[src/rtl/ccd_serial_ctrl_pkg.sv]
// Package: shared types for the serial shutter control register.
// Assumes: nothing beyond IEEE 1800-2017.
package ccd_serial_ctrl_pkg;

    // Shutter commit sequence: idle, waiting for mode line, waiting for speed line.
    typedef enum logic [1:0] {
        STG_IDLE  = 2'd0,
        STG_MODE  = 2'd1,
        STG_SPEED = 2'd2
    } stage_e;

endpackage

[src/rtl/sync_bus.sv]
// Module: sync_bus
// Brings WIDTH asynchronous wires into the clk domain through DEPTH flops each.
// Assumes: DEPTH >= 2; each wire is a level that stays stable for several clk cycles.
module sync_bus #(
    parameter int WIDTH = 3,
    parameter int DEPTH = 2
) (
    input  logic             clk,
    input  logic             rst_n,
    input  logic [WIDTH-1:0] async_i,
    output logic [WIDTH-1:0] sync_o
);

    logic [DEPTH-1:0][WIDTH-1:0] chain_q;

    // Shift the raw wires through the flop chain; clear on reset.
    always_ff @(posedge clk) begin
        if (!rst_n) begin
            chain_q <= '0;
        end else begin
            chain_q <= {chain_q[DEPTH-2:0], async_i};
        end
    end

    assign sync_o = chain_q[DEPTH-1];

endmodule

[src/rtl/ser_shifter.sv]
// Module: ser_shifter
// Serial-in shift register. A new bit enters at the top, so the first bit sent
// ends up in bit 0 once WORD_W bits have gone in.
// Assumes: shift_i is a one-cycle pulse in the clk domain.
module ser_shifter #(
    parameter int WORD_W = 19
) (
    input  logic              clk,
    input  logic              rst_n,
    input  logic              shift_i,
    input  logic              bit_i,
    output logic [WORD_W-1:0] word_o
);

    logic [WORD_W-1:0] word_q;

    // Move the word down one place and insert the new bit at the top on each shift pulse.
    always_ff @(posedge clk) begin
        if (!rst_n) begin
            word_q <= '0;
        end else if (shift_i) begin
            word_q <= {bit_i, word_q[WORD_W-1:1]};
        end
    end

    assign word_o = word_q;

    AST_SHIFT_HOLD: assert property (@(posedge clk) disable iff (!rst_n)
        !shift_i |=> $stable(word_q));

    AST_SHIFT_ORDER: assert property (@(posedge clk) disable iff (!rst_n)
        shift_i |=> (word_q[WORD_W-2:0] == $past(word_q[WORD_W-1:1])));

endmodule

[src/rtl/phase_bank.sv]
// Module: phase_bank
// PH_N phase-selector fields of PH_W bits each. All fields load together on load_i.
// Assumes: load_i is the one-cycle strobe pulse; no line alignment is applied.
module phase_bank #(
    parameter int PH_W = 2,
    parameter int PH_N = 4
) (
    input  logic                 clk,
    input  logic                 rst_n,
    input  logic                 load_i,
    input  logic [PH_N*PH_W-1:0] word_i,
    output logic [PH_N*PH_W-1:0] phase_o
);

    localparam int PH_BITS = PH_N * PH_W;

    logic [PH_BITS-1:0] phase_q;

    genvar k;
    generate
        for (k = 0; k < PH_N; k++) begin : g_field
            // Load phase field k from its slice of the word on the strobe pulse.
            always_ff @(posedge clk) begin
                if (!rst_n) begin
                    phase_q[k*PH_W +: PH_W] <= '0;
                end else if (load_i) begin
                    phase_q[k*PH_W +: PH_W] <= word_i[k*PH_W +: PH_W];
                end
            end
        end
    endgenerate

    assign phase_o = phase_q;

    AST_PHASE_HOLD: assert property (@(posedge clk) disable iff (!rst_n)
        !load_i |=> $stable(phase_q));

endmodule

[src/rtl/shutter_stager.sv]
// Module: shutter_stager
// Holds the strobed shutter mode and speed, and commits them in two steps:
// the mode at the first qualifying line (line start with readout high), and
// the speed at the next qualifying line. A new load restarts the sequence.
// Assumes: line_start_i is a one-cycle pulse and readout_i a level, both in clk domain.
module shutter_stager
    import ccd_serial_ctrl_pkg::*;
#(
    parameter int SPEED_W = 9,
    parameter int MODE_W  = 2
) (
    input  logic               clk,
    input  logic               rst_n,
    input  logic               load_i,
    input  logic [SPEED_W-1:0] speed_i,
    input  logic [MODE_W-1:0]  mode_i,
    input  logic               line_start_i,
    input  logic               readout_i,
    output logic [SPEED_W-1:0] speed_o,
    output logic [MODE_W-1:0]  mode_o
);

    stage_e             stage_q;
    logic [SPEED_W-1:0] pend_speed_q;
    logic [MODE_W-1:0]  pend_mode_q;
    logic [SPEED_W-1:0] speed_q;
    logic [MODE_W-1:0]  mode_q;
    logic               qual_line;

    assign qual_line = line_start_i & readout_i;

    // Capture the pending shutter values on every load; a load overwrites older ones.
    always_ff @(posedge clk) begin
        if (!rst_n) begin
            pend_speed_q <= '0;
            pend_mode_q  <= '0;
        end else if (load_i) begin
            pend_speed_q <= speed_i;
            pend_mode_q  <= mode_i;
        end
    end

    // Step the commit sequence; a load has priority over a qualifying line.
    always_ff @(posedge clk) begin
        if (!rst_n) begin
            stage_q <= STG_IDLE;
        end else if (load_i) begin
            stage_q <= STG_MODE;
        end else if (qual_line) begin
            case (stage_q)
                STG_MODE:  stage_q <= STG_SPEED;
                STG_SPEED: stage_q <= STG_IDLE;
                default:   stage_q <= STG_IDLE;
            endcase
        end
    end

    // Commit the mode on the first qualifying line of the sequence.
    always_ff @(posedge clk) begin
        if (!rst_n) begin
            mode_q <= '0;
        end else if (!load_i && qual_line && stage_q == STG_MODE) begin
            mode_q <= pend_mode_q;
        end
    end

    // Commit the speed on the qualifying line after the mode commit.
    always_ff @(posedge clk) begin
        if (!rst_n) begin
            speed_q <= '0;
        end else if (!load_i && qual_line && stage_q == STG_SPEED) begin
            speed_q <= pend_speed_q;
        end
    end

    assign speed_o = speed_q;
    assign mode_o  = mode_q;

    AST_MODE_ONLY_IN_STAGE: assert property (@(posedge clk) disable iff (!rst_n)
        (stage_q != STG_MODE) |=> $stable(mode_q));

    AST_MODE_NEEDS_LINE: assert property (@(posedge clk) disable iff (!rst_n)
        !qual_line |=> $stable(mode_q));

    AST_SPEED_ONLY_IN_STAGE: assert property (@(posedge clk) disable iff (!rst_n)
        (stage_q != STG_SPEED) |=> $stable(speed_q));

    AST_LOAD_RESTART: assert property (@(posedge clk) disable iff (!rst_n)
        load_i |=> (stage_q == STG_MODE));

    AST_IDLE_STAYS: assert property (@(posedge clk) disable iff (!rst_n)
        (stage_q == STG_IDLE && !load_i) |=> (stage_q == STG_IDLE));

endmodule

[src/rtl/ccd_serial_ctrl.sv]
// Module: ccd_serial_ctrl (top)
// Three-wire write-only control port. It synchronizes the wires, detects the
// rising edges of the shift clock and strobe, shifts the word in, and sends
// the fields to the phase bank (immediate) and the shutter stager (line-aligned).
// Assumes: serial data is stable around each shift clock rise, and every level
// on the serial wires is held for at least SYNC_DEPTH+1 clk cycles.
module ccd_serial_ctrl #(
    parameter int SPEED_W    = 9,
    parameter int MODE_W     = 2,
    parameter int PH_W       = 2,
    parameter int PH_N       = 4,
    parameter int SYNC_DEPTH = 2
) (
    input  logic                 clk,
    input  logic                 rst_n,
    input  logic                 sclk_i,
    input  logic                 sdat_i,
    input  logic                 sstb_i,
    input  logic                 line_start_i,
    input  logic                 readout_i,
    output logic [SPEED_W-1:0]   speed_o,
    output logic [MODE_W-1:0]    mode_o,
    output logic [PH_N*PH_W-1:0] phase_sel_o
);

    localparam int PH_BITS  = PH_N * PH_W;
    localparam int WORD_W   = SPEED_W + MODE_W + PH_BITS;
    localparam int MODE_LSB = SPEED_W;
    localparam int PH_LSB   = SPEED_W + MODE_W;
    localparam int IDX_CLK  = 0;
    localparam int IDX_DAT  = 1;
    localparam int IDX_STB  = 2;

    logic [2:0]        raw_wires;
    logic [2:0]        sync_wires;
    logic              sclk_prev_q;
    logic              sstb_prev_q;
    logic              shift_pulse;
    logic              load_pulse;
    logic [WORD_W-1:0] word;

    assign raw_wires = {sstb_i, sdat_i, sclk_i};

    sync_bus #(
        .WIDTH (3),
        .DEPTH (SYNC_DEPTH)
    ) i_sync (
        .clk     (clk),
        .rst_n   (rst_n),
        .async_i (raw_wires),
        .sync_o  (sync_wires)
    );

    // Remember the previous synchronized clock and strobe levels for edge detection.
    always_ff @(posedge clk) begin
        if (!rst_n) begin
            sclk_prev_q <= 1'b0;
            sstb_prev_q <= 1'b0;
        end else begin
            sclk_prev_q <= sync_wires[IDX_CLK];
            sstb_prev_q <= sync_wires[IDX_STB];
        end
    end

    assign shift_pulse = sync_wires[IDX_CLK] & ~sclk_prev_q;
    assign load_pulse  = sync_wires[IDX_STB] & ~sstb_prev_q;

    ser_shifter #(
        .WORD_W (WORD_W)
    ) i_shifter (
        .clk     (clk),
        .rst_n   (rst_n),
        .shift_i (shift_pulse),
        .bit_i   (sync_wires[IDX_DAT]),
        .word_o  (word)
    );

    phase_bank #(
        .PH_W (PH_W),
        .PH_N (PH_N)
    ) i_phase (
        .clk     (clk),
        .rst_n   (rst_n),
        .load_i  (load_pulse),
        .word_i  (word[WORD_W-1:PH_LSB]),
        .phase_o (phase_sel_o)
    );

    shutter_stager #(
        .SPEED_W (SPEED_W),
        .MODE_W  (MODE_W)
    ) i_stager (
        .clk          (clk),
        .rst_n        (rst_n),
        .load_i       (load_pulse),
        .speed_i      (word[SPEED_W-1:0]),
        .mode_i       (word[PH_LSB-1:MODE_LSB]),
        .line_start_i (line_start_i),
        .readout_i    (readout_i),
        .speed_o      (speed_o),
        .mode_o       (mode_o)
    );

    AST_ONE_SHIFT_PER_EDGE: assert property (@(posedge clk) disable iff (!rst_n)
        shift_pulse |=> !shift_pulse);

    AST_ONE_LOAD_PER_EDGE: assert property (@(posedge clk) disable iff (!rst_n)
        load_pulse |=> !load_pulse);

    AST_PHASE_ON_LOAD: assert property (@(posedge clk) disable iff (!rst_n)
        load_pulse |=> (phase_sel_o == $past(word[WORD_W-1:PH_LSB])));

endmodule

[config.mk]
export PLATFORM = sky130hd
export DESIGN_NAME = ccd_serial_ctrl
export DESIGN_NICKNAME = d
export VERILOG_FILES = /design/src/rtl/ccd_serial_ctrl_pkg.sv /design/src/rtl/sync_bus.sv /design/src/rtl/ser_shifter.sv /design/src/rtl/phase_bank.sv /design/src/rtl/shutter_stager.sv /design/src/rtl/ccd_serial_ctrl.sv
export SDC_FILE = /design/constraint.sdc
export NUM_CORES = 1
export LEC_CHECK = 0
export BUFFER_PORTS_ARGS = -buffer_cell sky130_fd_sc_hd__buf_4
export CAP_MARGIN = 20
export CORE_MARGIN = 3
export CORE_UTILIZATION = 59
export DETAILED_ROUTE_END_ITERATION = 7
export PLACE_DENSITY = 0.8
export SETUP_SLACK_MARGIN = 0.1
export SYNTH_ARGS = -nofsm -noshare
export SYNTH_HDL_FRONTEND = slang
export SYNTH_HIERARCHICAL = 1
export SYNTH_SLANG_ARGS = --single-unit
[constraint.sdc]
create_clock -name clk -period 2.05 [get_ports clk]
set_input_delay 0.1025 -clock clk [delete_from_list [all_inputs] [get_ports clk]]
set_output_delay 0.1025 -clock clk [all_outputs]
set_load 0.02 [all_outputs]
After elaboration in Yosys (flattened, before gate mapping)
Cells that the tools add are included.
Operators by class
  equality and inequality tests: 2
  muxes and demuxes: 3
  bitwise operators: 6
  reduce and logical (&&, ||, !) cells: 6
Operators with widths (number)
  $and A1 B1 Y1: 3
  $logic_and A1 B1 Y1: 3
  $not A1 Y1: 3
  $eq A2 B1 Y1 const B: 1
  $eq A2 B2 Y1 const B: 1
  $mux W1: 2
  $mux W2: 1
  $reduce_bool A2 Y1: 1
  $reduce_or A2 Y1: 1
  $logic_not A1 Y1: 1
Storage, ports and cells
  register bits after elaboration: 59
  bits of input ports: 7
  output and inout port bits: 19
  word-level logic and storage cells: 32

Longest topological paths before layout
Gate-level depths: netlist (run 1).
  depth in word-level cells: 5
  mapped depth: 6
  depth with buffers taken out: 3

Hierarchy
Netlist (run 1), hierarchy kept.
Modules (own cells, without submodules)
  shutter_stager: instances 1, cells each 94, area each 987.2 sq um, sequential area each 480.5 sq um
  ser_shifter: instances 1, cells each 60, area each 724.4 sq um, sequential area each 380.4 sq um
  phase_bank: instances 1, cells each 25, area each 301.5 sq um, sequential area each 160.2 sq um
  sync_bus: instances 1, cells each 15, area each 180.2 sq um, sequential area each 120.1 sq um
  ccd_serial_ctrl: instances 1, cells each 6, area each 80.1 sq um, sequential area each 40.0 sq um

Worst setup path after synthesis (run 1)
OpenSTA, ideal clock, no wires.
  path type: register to register
  start point: register i_sync.chain_q, in the netlist i_sync/sync_o[2]
  end point: register i_stager.speed_q[0], in the netlist i_stager/speed_o[0]
  library setup time: 72 ps
  arrival: 1253 ps
  required time: 1978 ps
  slack: 725 ps
  cell stages (with the launch flop): 7
  buffers on the path: 3
  clock period less this slack: 1325 ps
  cell sequence: dfxtp_1 -> buf_4 -> nor2b_4 -> buf_6 -> nor4b_4 -> buf_6 -> mux2i_1
Between the ends
  cells in the longest elaborated chain, start to end: 4
Ends and longest elaborated chain
  from (decl): line sync_bus.sv:14  | logic [DEPTH-1:0][WIDTH-1:0] chain_q;
  from (signal assigned): line sync_bus.sv:21  | chain_q <= {chain_q[DEPTH-2:0], async_i};
  $and A1 B1 Y1: line ccd_serial_ctrl.sv:66  | assign load_pulse = sync_wires[IDX_STB] & ~sstb_prev_q;
  named net load_pulse: line ccd_serial_ctrl.sv:39  | logic load_pulse;
  $logic_not A1 Y1: line shutter_stager.sv:71  | end else if (!load_i && qual_line && stage_q == STG_SPEED) begin
  $logic_and A1 B1 Y1 (2 in series): line shutter_stager.sv:71
  to (signal assigned): line shutter_stager.sv:72  | speed_q <= pend_speed_q;
  to (decl): line shutter_stager.sv:26  | logic [SPEED_W-1:0] speed_q;
The timed path passes the listed nets, and every way through them passes these cells.
A chain may end at the register's enable or synchronous reset.

Worst setup path after layout (run 1)
  start point: register i_sync.chain_q, in the netlist i_sync/sync_o[2]
  end point: register i_phase.phase_q[1], in the netlist i_phase/phase_o[1]
Between the ends
  cells in the longest elaborated chain, start to end: 1
Ends and longest elaborated chain
  $and A1 B1 Y1: line ccd_serial_ctrl.sv:66
  named net load_pulse: line ccd_serial_ctrl.sv:39
  to (signal, indexed assignment): line phase_bank.sv:27  | phase_q[k*PH_W +: PH_W] <= word_i[k*PH_W +: PH_W];
  to (decl): line phase_bank.sv:17  | logic [PH_BITS-1:0] phase_q;
The timed path passes the listed nets, and every way through them passes these cells.

==> metrics, run 1 <==
status=finished clean; share of layout cells above drive strength 1=20.3%; Reg area=1180 um^2; pre-CTS setup slack=0.469 ns; Initial Util=64.6%; DP Area=2420 um^2; Crit path required time=2.26 ns; Antenna diodes=0; H-tree depth=3; grt met2 use=27.6%; EDFF count, synth=0; worst-path fanout max=16; met1 GRT Util=20.5%; Design Area, Final=2640 um^2; core area=3520 um^2; # fillers=257; P&R area growth vs syn=16.2%; Rows=21; TNS Setup=0 ns; critical path launch point type=flip-flop; largest net degree at the start of global routing=71; synthesized area per cell=11.4 um^2; Post-route DRC=0; MaxCap Viol Count=0; Post-synth ARST share=0%; Worst path max stage delay=0.53 ns; Synth Flop Type=dfxtp_1; Sinks on Clock Net=59; Ys Warns=6; Total Wirelength=3.55 mm; Rel. slew slack=51.4%; Post-Syn Instances=200; global-route wire length before repair=5.91 mm; buffer levels on the longest clock path=2; Ports=26; Post-CTS Resized=0; Final #Nets=234; static leakage=0.931 nW; Post-Layout Cell Count=278; multi-input logic area=976 um^2; port bufs=25; Die H=68.1 um; flop and latch count out of synthesis=59; clock transition at the registers of the reported paths=0.06 ns; pwr dens=853 nW/um^2; CTS Buf Count=9; Final Power=2.25 mW; Placed Instances=259; top cell type's share of synthesized area=52.0%; 1st-iter DRT viols=33; CTS tree=done; VDD IR max=691 uV; top post-synthesis cells by area=dfxtp_1 52%, mux2i_1 22%, nor2b_1 11%, nand2_1 3.6%, and2_1 2.2%; routed length per instance=12.8 um; Synth area leader=dfxtp_1; cell with the most instances after synthesis=dfxtp_1; Mapped Area=2270 um^2; Hold Vio Cnt, Final=0; Finish-stage setup viols=0; Worst Path Class, Setup=flip-flop to flip-flop; Vias/cell=4.93; gr ovfl total=0; number of global-route vias before repair=1357; RSZ-0062 raised after global routing=false; full die area=4630 um^2; Critical-path top delay cell=nor2b_4; worst-path cell chain=nor2b_4, buf_4, mux2i_1, nor2b_1; post-route ant nets=0; gr usage total=17.5%; fmax=0.640 GHz; Synth cell types=16; router iterations before antenna repair=4; Vias=1371; Most Used Layer, Global Route=met2; Setup Skew=0.00422 ns; initial antenna violation count=0; hpwl dp=2.31 mm; die width=68.1 um; Root Buffer=clkbuf_8; Slew @ Worst Pin=0.728 ns; register area share after synthesis=52.0%; Final Wtd Congestion=0.697; Tmin final=1.56 ns; Final Cycle Share=76.2%; Fin Hold WS=0.231 ns; Final Max Tran Viols=0; Worst-Skew Late Latency=0.32 ns; Worst EP arrival=1.78 ns; Critical Path Sink Type=flip-flop; utilization after layout=75.0%; HP Class=input pin to flip-flop; met3 usage=6.57%; slack of the critical path=0.488 ns; synth cell count leaders=59 x dfxtp_1, 49 x mux2i_1, 39 x nor2b_1; Mapped Nets=207
state kept, by name, indices dropped and copies added (netlist names):
signal and flops:
i_shifter/word_o 19, i_stager/pend_speed_q 9, i_stager/speed_o 9, i_phase/phase_o 8, i_sync/chain_q 3, i_sync/sync_o 3, i_stager/mode_o 2, i_stager/pend_mode_q 2
i_stager/stage_q 2, sclk_prev_q 1, sstb_prev_q 1
repair_timing:
action                                 CTS  global route
endpoints found under the hold margin    3             0
setup buffers                            0             0
hold buffers                             3             0
critical path, delay by kind of cell, from the launching register on:
| kind | cells | cell delay [ns] |
|---|---|---|
| buffers and inverters | 1 | 0.31 |
| flip-flops | 1 | 0.33 |
| multiplexers | 1 | 0.22 |
| AND/OR/NAND/NOR | 2 | 0.59 |
final timing paths:
path                                   startpoint  cells past startpoint                   to  slack (ns)
worst min-delay path                    readout_i                      4  i_stager/stage_q[0]        0.23
worst max register to register   i_sync/sync_o[2]                      4   i_phase/phase_o[1]        0.49
worst min register to register  i_sync/chain_q[1]                      1     i_sync/sync_o[1]        0.43
worst max-delay path             i_sync/sync_o[2]                      4   i_phase/phase_o[1]        0.49
layout make-up:
type                    instances  share of cell area (%)
flip-flops and latches         59                    44.7
well taps                      46                    2.18
clock inverters                 5                    1.99
clock buffers                  11                    5.35
multi-input cells             127                    36.9
repair buffers                 30                    8.81
layout by cell type (no fill, tap or decap):
cell,Yosys,final
buf_4,4,27
clkbuf_1,3,1
bufinv_16,0,1
and4b_1,1,1
clkbuf_8,0,10
a21oi_1,2,2
nor2b_1,39,39
and2_1,8,8
nand2_1,22,22
nor4b_4,2,2
mux2i_1,49,49
nor3b_1,1,1
nand2_2,1,1
nor2b_4,2,2
dfxtp_1,59,59
clkinv_2,0,3
clkinvlp_4,0,1
dlygate4sd3_1,0,3
cell families (layout without fill, tap and decap cells):
kind of cell | count (synthesis) | count (layout) | synth area share, %
and+or+nand+nor | 76 | 76 | 20.9
muxes | 49 | 49 | 21.6
AOI/OAI and AO/OA | 2 | 2 | 0.440
DFF | 59 | 59 | 52.0
buffers and inverters | 14 | 46 | 5.12
per-layer routing:
metal  up-vias  wire (um)
met5         -          0
met1       635       1670
li1        711          -
met2        20       1680
met4         0         57
met3         5        134
power breakdown:
| part | switching [mW] | internal (mW) |
|---|---|---|
| clock network | 0.424 | 0.588 |
| registers | 0.00425 | 1.15 |
| logic | 0.0390 | 0.0420 |
(Power assumes the default switching activity.)
==> inputs of run 2 (changes only) <==
--- a/config.mk
+++ b/config.mk
@@ -8,9 +8,9 @@
 export BUFFER_PORTS_ARGS = -buffer_cell sky130_fd_sc_hd__buf_4
 export CAP_MARGIN = 20
 export CORE_MARGIN = 3
-export CORE_UTILIZATION = 59
+export CORE_UTILIZATION = 56
 export DETAILED_ROUTE_END_ITERATION = 7
-export PLACE_DENSITY = 0.8
+export PLACE_DENSITY = 0.77
 export SETUP_SLACK_MARGIN = 0.1
 export SYNTH_ARGS = -nofsm -noshare
 export SYNTH_HDL_FRONTEND = slang
==> constraint.sdc (replaced) <==
create_clock -name clk -period 1.6 [get_ports clk]
set_input_delay 0.08 -clock clk [delete_from_list [all_inputs] [get_ports clk]]
set_output_delay 0.08 -clock clk [all_outputs]
set_load 0.02 [all_outputs]
==> metrics, run 2 (synthesized netlist as in run 1, its figures left out) <==
router iterations before antenna repair=4; Vias=1406; VDD IR max=636 uV; buffer levels on the longest clock path=2; routed length per instance=11.8 um; Tmin final=1.29 ns; pwr dens=1050 nW/um^2; Critical-path top delay cell=dfxtp_1; Root Buffer=clkbuf_8; gr ovfl total=0; fmax=0.774 GHz; Finish-stage setup viols=0; Total Wirelength=3.34 mm; # fillers=284; port bufs=25; Design Area, Final=2650 um^2; critical path launch point type=flip-flop; static leakage=0.943 nW; TNS Setup=0 ns; Sinks on Clock Net=59; Critical Path Sink Type=flip-flop; Rel. slew slack=65.5%; worst-path cell chain=nor2b_4, buf_4, mux2i_1, nor2b_1; Crit path required time=1.82 ns; Worst EP arrival=1.51 ns; HP Class=input pin to flip-flop; leading cell type in the layout, fill and taps excluded=dfxtp_1; die width=69.7 um; Setup Skew=0.00348 ns; full die area=4860 um^2; Worst Path Class, Setup=flip-flop to flip-flop; status=finished clean; Slew @ Worst Pin=0.517 ns; Rows=22; Die H=69.7 um; DP Area=2440 um^2; initial antenna violation count=0; Worst path max stage delay=0.32 ns; Final Wtd Congestion=0.709; post-route ant nets=0; CTS Buf Count=9; CTS tree=done; hpwl dp=2.22 mm; Ports=26; share of layout cells above drive strength 1=20.9%; 1st-iter DRT viols=47; Final Cycle Share=80.8%; Initial Util=59.8%; core area=3800 um^2; most frequent cells in the layout=59 x dfxtp_1, 49 x mux2i_1, 39 x nor2b_1; Buf/Inv on CP=1; largest net degree at the start of global routing=71; RSZ-0062 raised after global routing=false; Antenna diodes=0; Final Max Tran Viols=0; Final Power=2.77 mW; MaxCap Viol Count=0; Vias/cell=4.99; max reg flops=19; worst-path fanout max=10; number of global-route vias before repair=1358; gr usage total=15.1%; global-route wire length before repair=5.76 mm; H-tree depth=3; clock transition at the registers of the reported paths=0.06 ns; Crit path max-delay family=simple AND/OR/NAND/NOR gates; P&R area growth vs syn=16.6%; Worst-Skew Late Latency=0.32 ns; Post-route DRC=0; Hold Vio Cnt, Final=0; Final #Nets=237
[run 2: cell count changes in the layout (fill, tap and decap cells not counted), sizes merged]
cell      delta
clkinv       -1
buf          +3
clkinvlp     -1
bufinv       -1
clkbuf       +2
[run 2: metal layers]
| layer | part of all wire [%] | GRT usage, % |
|---|---|---|
| met1 | 47 | 17.5 |
| met2 | 46 | 22.9 |
| met3 | 5.3 | 5.65 |
| met4 | 2.5 | 10.9 |
| met5 | 0 | 0 |
[run 2: path summary, 6_finish.rpt]
check / start / to / slack, ns / depth (start not counted)
max: i_sync/sync_o[2] / i_stager/pend_speed_q[2] / 0.31 / 4
min: readout_i / i_stager/stage_q[1] / 0.20 / 4
min reg2reg: i_sync/chain_q[0] / i_sync/sync_o[0] / 0.43 / 1
max reg2reg: i_sync/sync_o[2] / i_stager/pend_speed_q[2] / 0.31 / 4
[run 2: timing repair]
| action | CTS | global route |
|---|---|---|
| hold endpoints to repair | 3 | 0 |
| gates resized for setup | 0 | 0 |
| hold buffers | 3 | 0 |
| setup buffers | 0 | 0 |
[run 2: final cells by class]
cell class / instances / area, um^2 / area share, %
multi-input cells: 127 / 976 / 36.8
flip-flops and latches: 59 / 1180 / 44.5
clock buffers: 13 / 169 / 6.37
clock inverters: 2 / 10.0 / 0.378
well taps: 48 / 60.1 / 2.27
repair buffers: 33 / 255 / 9.63
[run 2: stage by stage]
step | utilization [%] | setup WS [ns] | hold WS [ns] | instances
global route | 69.8 | 0.219 | 0.228 | 282
detailed placement | 64.3 | 0.319 | 0.289 | 264
global placement | 64.3 | 0.369 | 0.284 | 264
finish | 69.8 | 0.308 | 0.202 | 282
floorplan | - | 0.275 | 0.202 | 200
CTS | 69.8 | 0.303 | 0.187 | 282
[run 2: tightest hold or removal path, cell delays in order]
cell and delay (ns):
buf_4 0.09, nand2_2 0.09, a21oi_1 0.16, nor3b_1 0.05
[run 2: power breakdown]
group	switching [mW]	internal [mW]	total, mW
registers	0.00515	1.48	1.48
clock network	0.507	0.675	1.18
logic	0.0499	0.0566	0.107
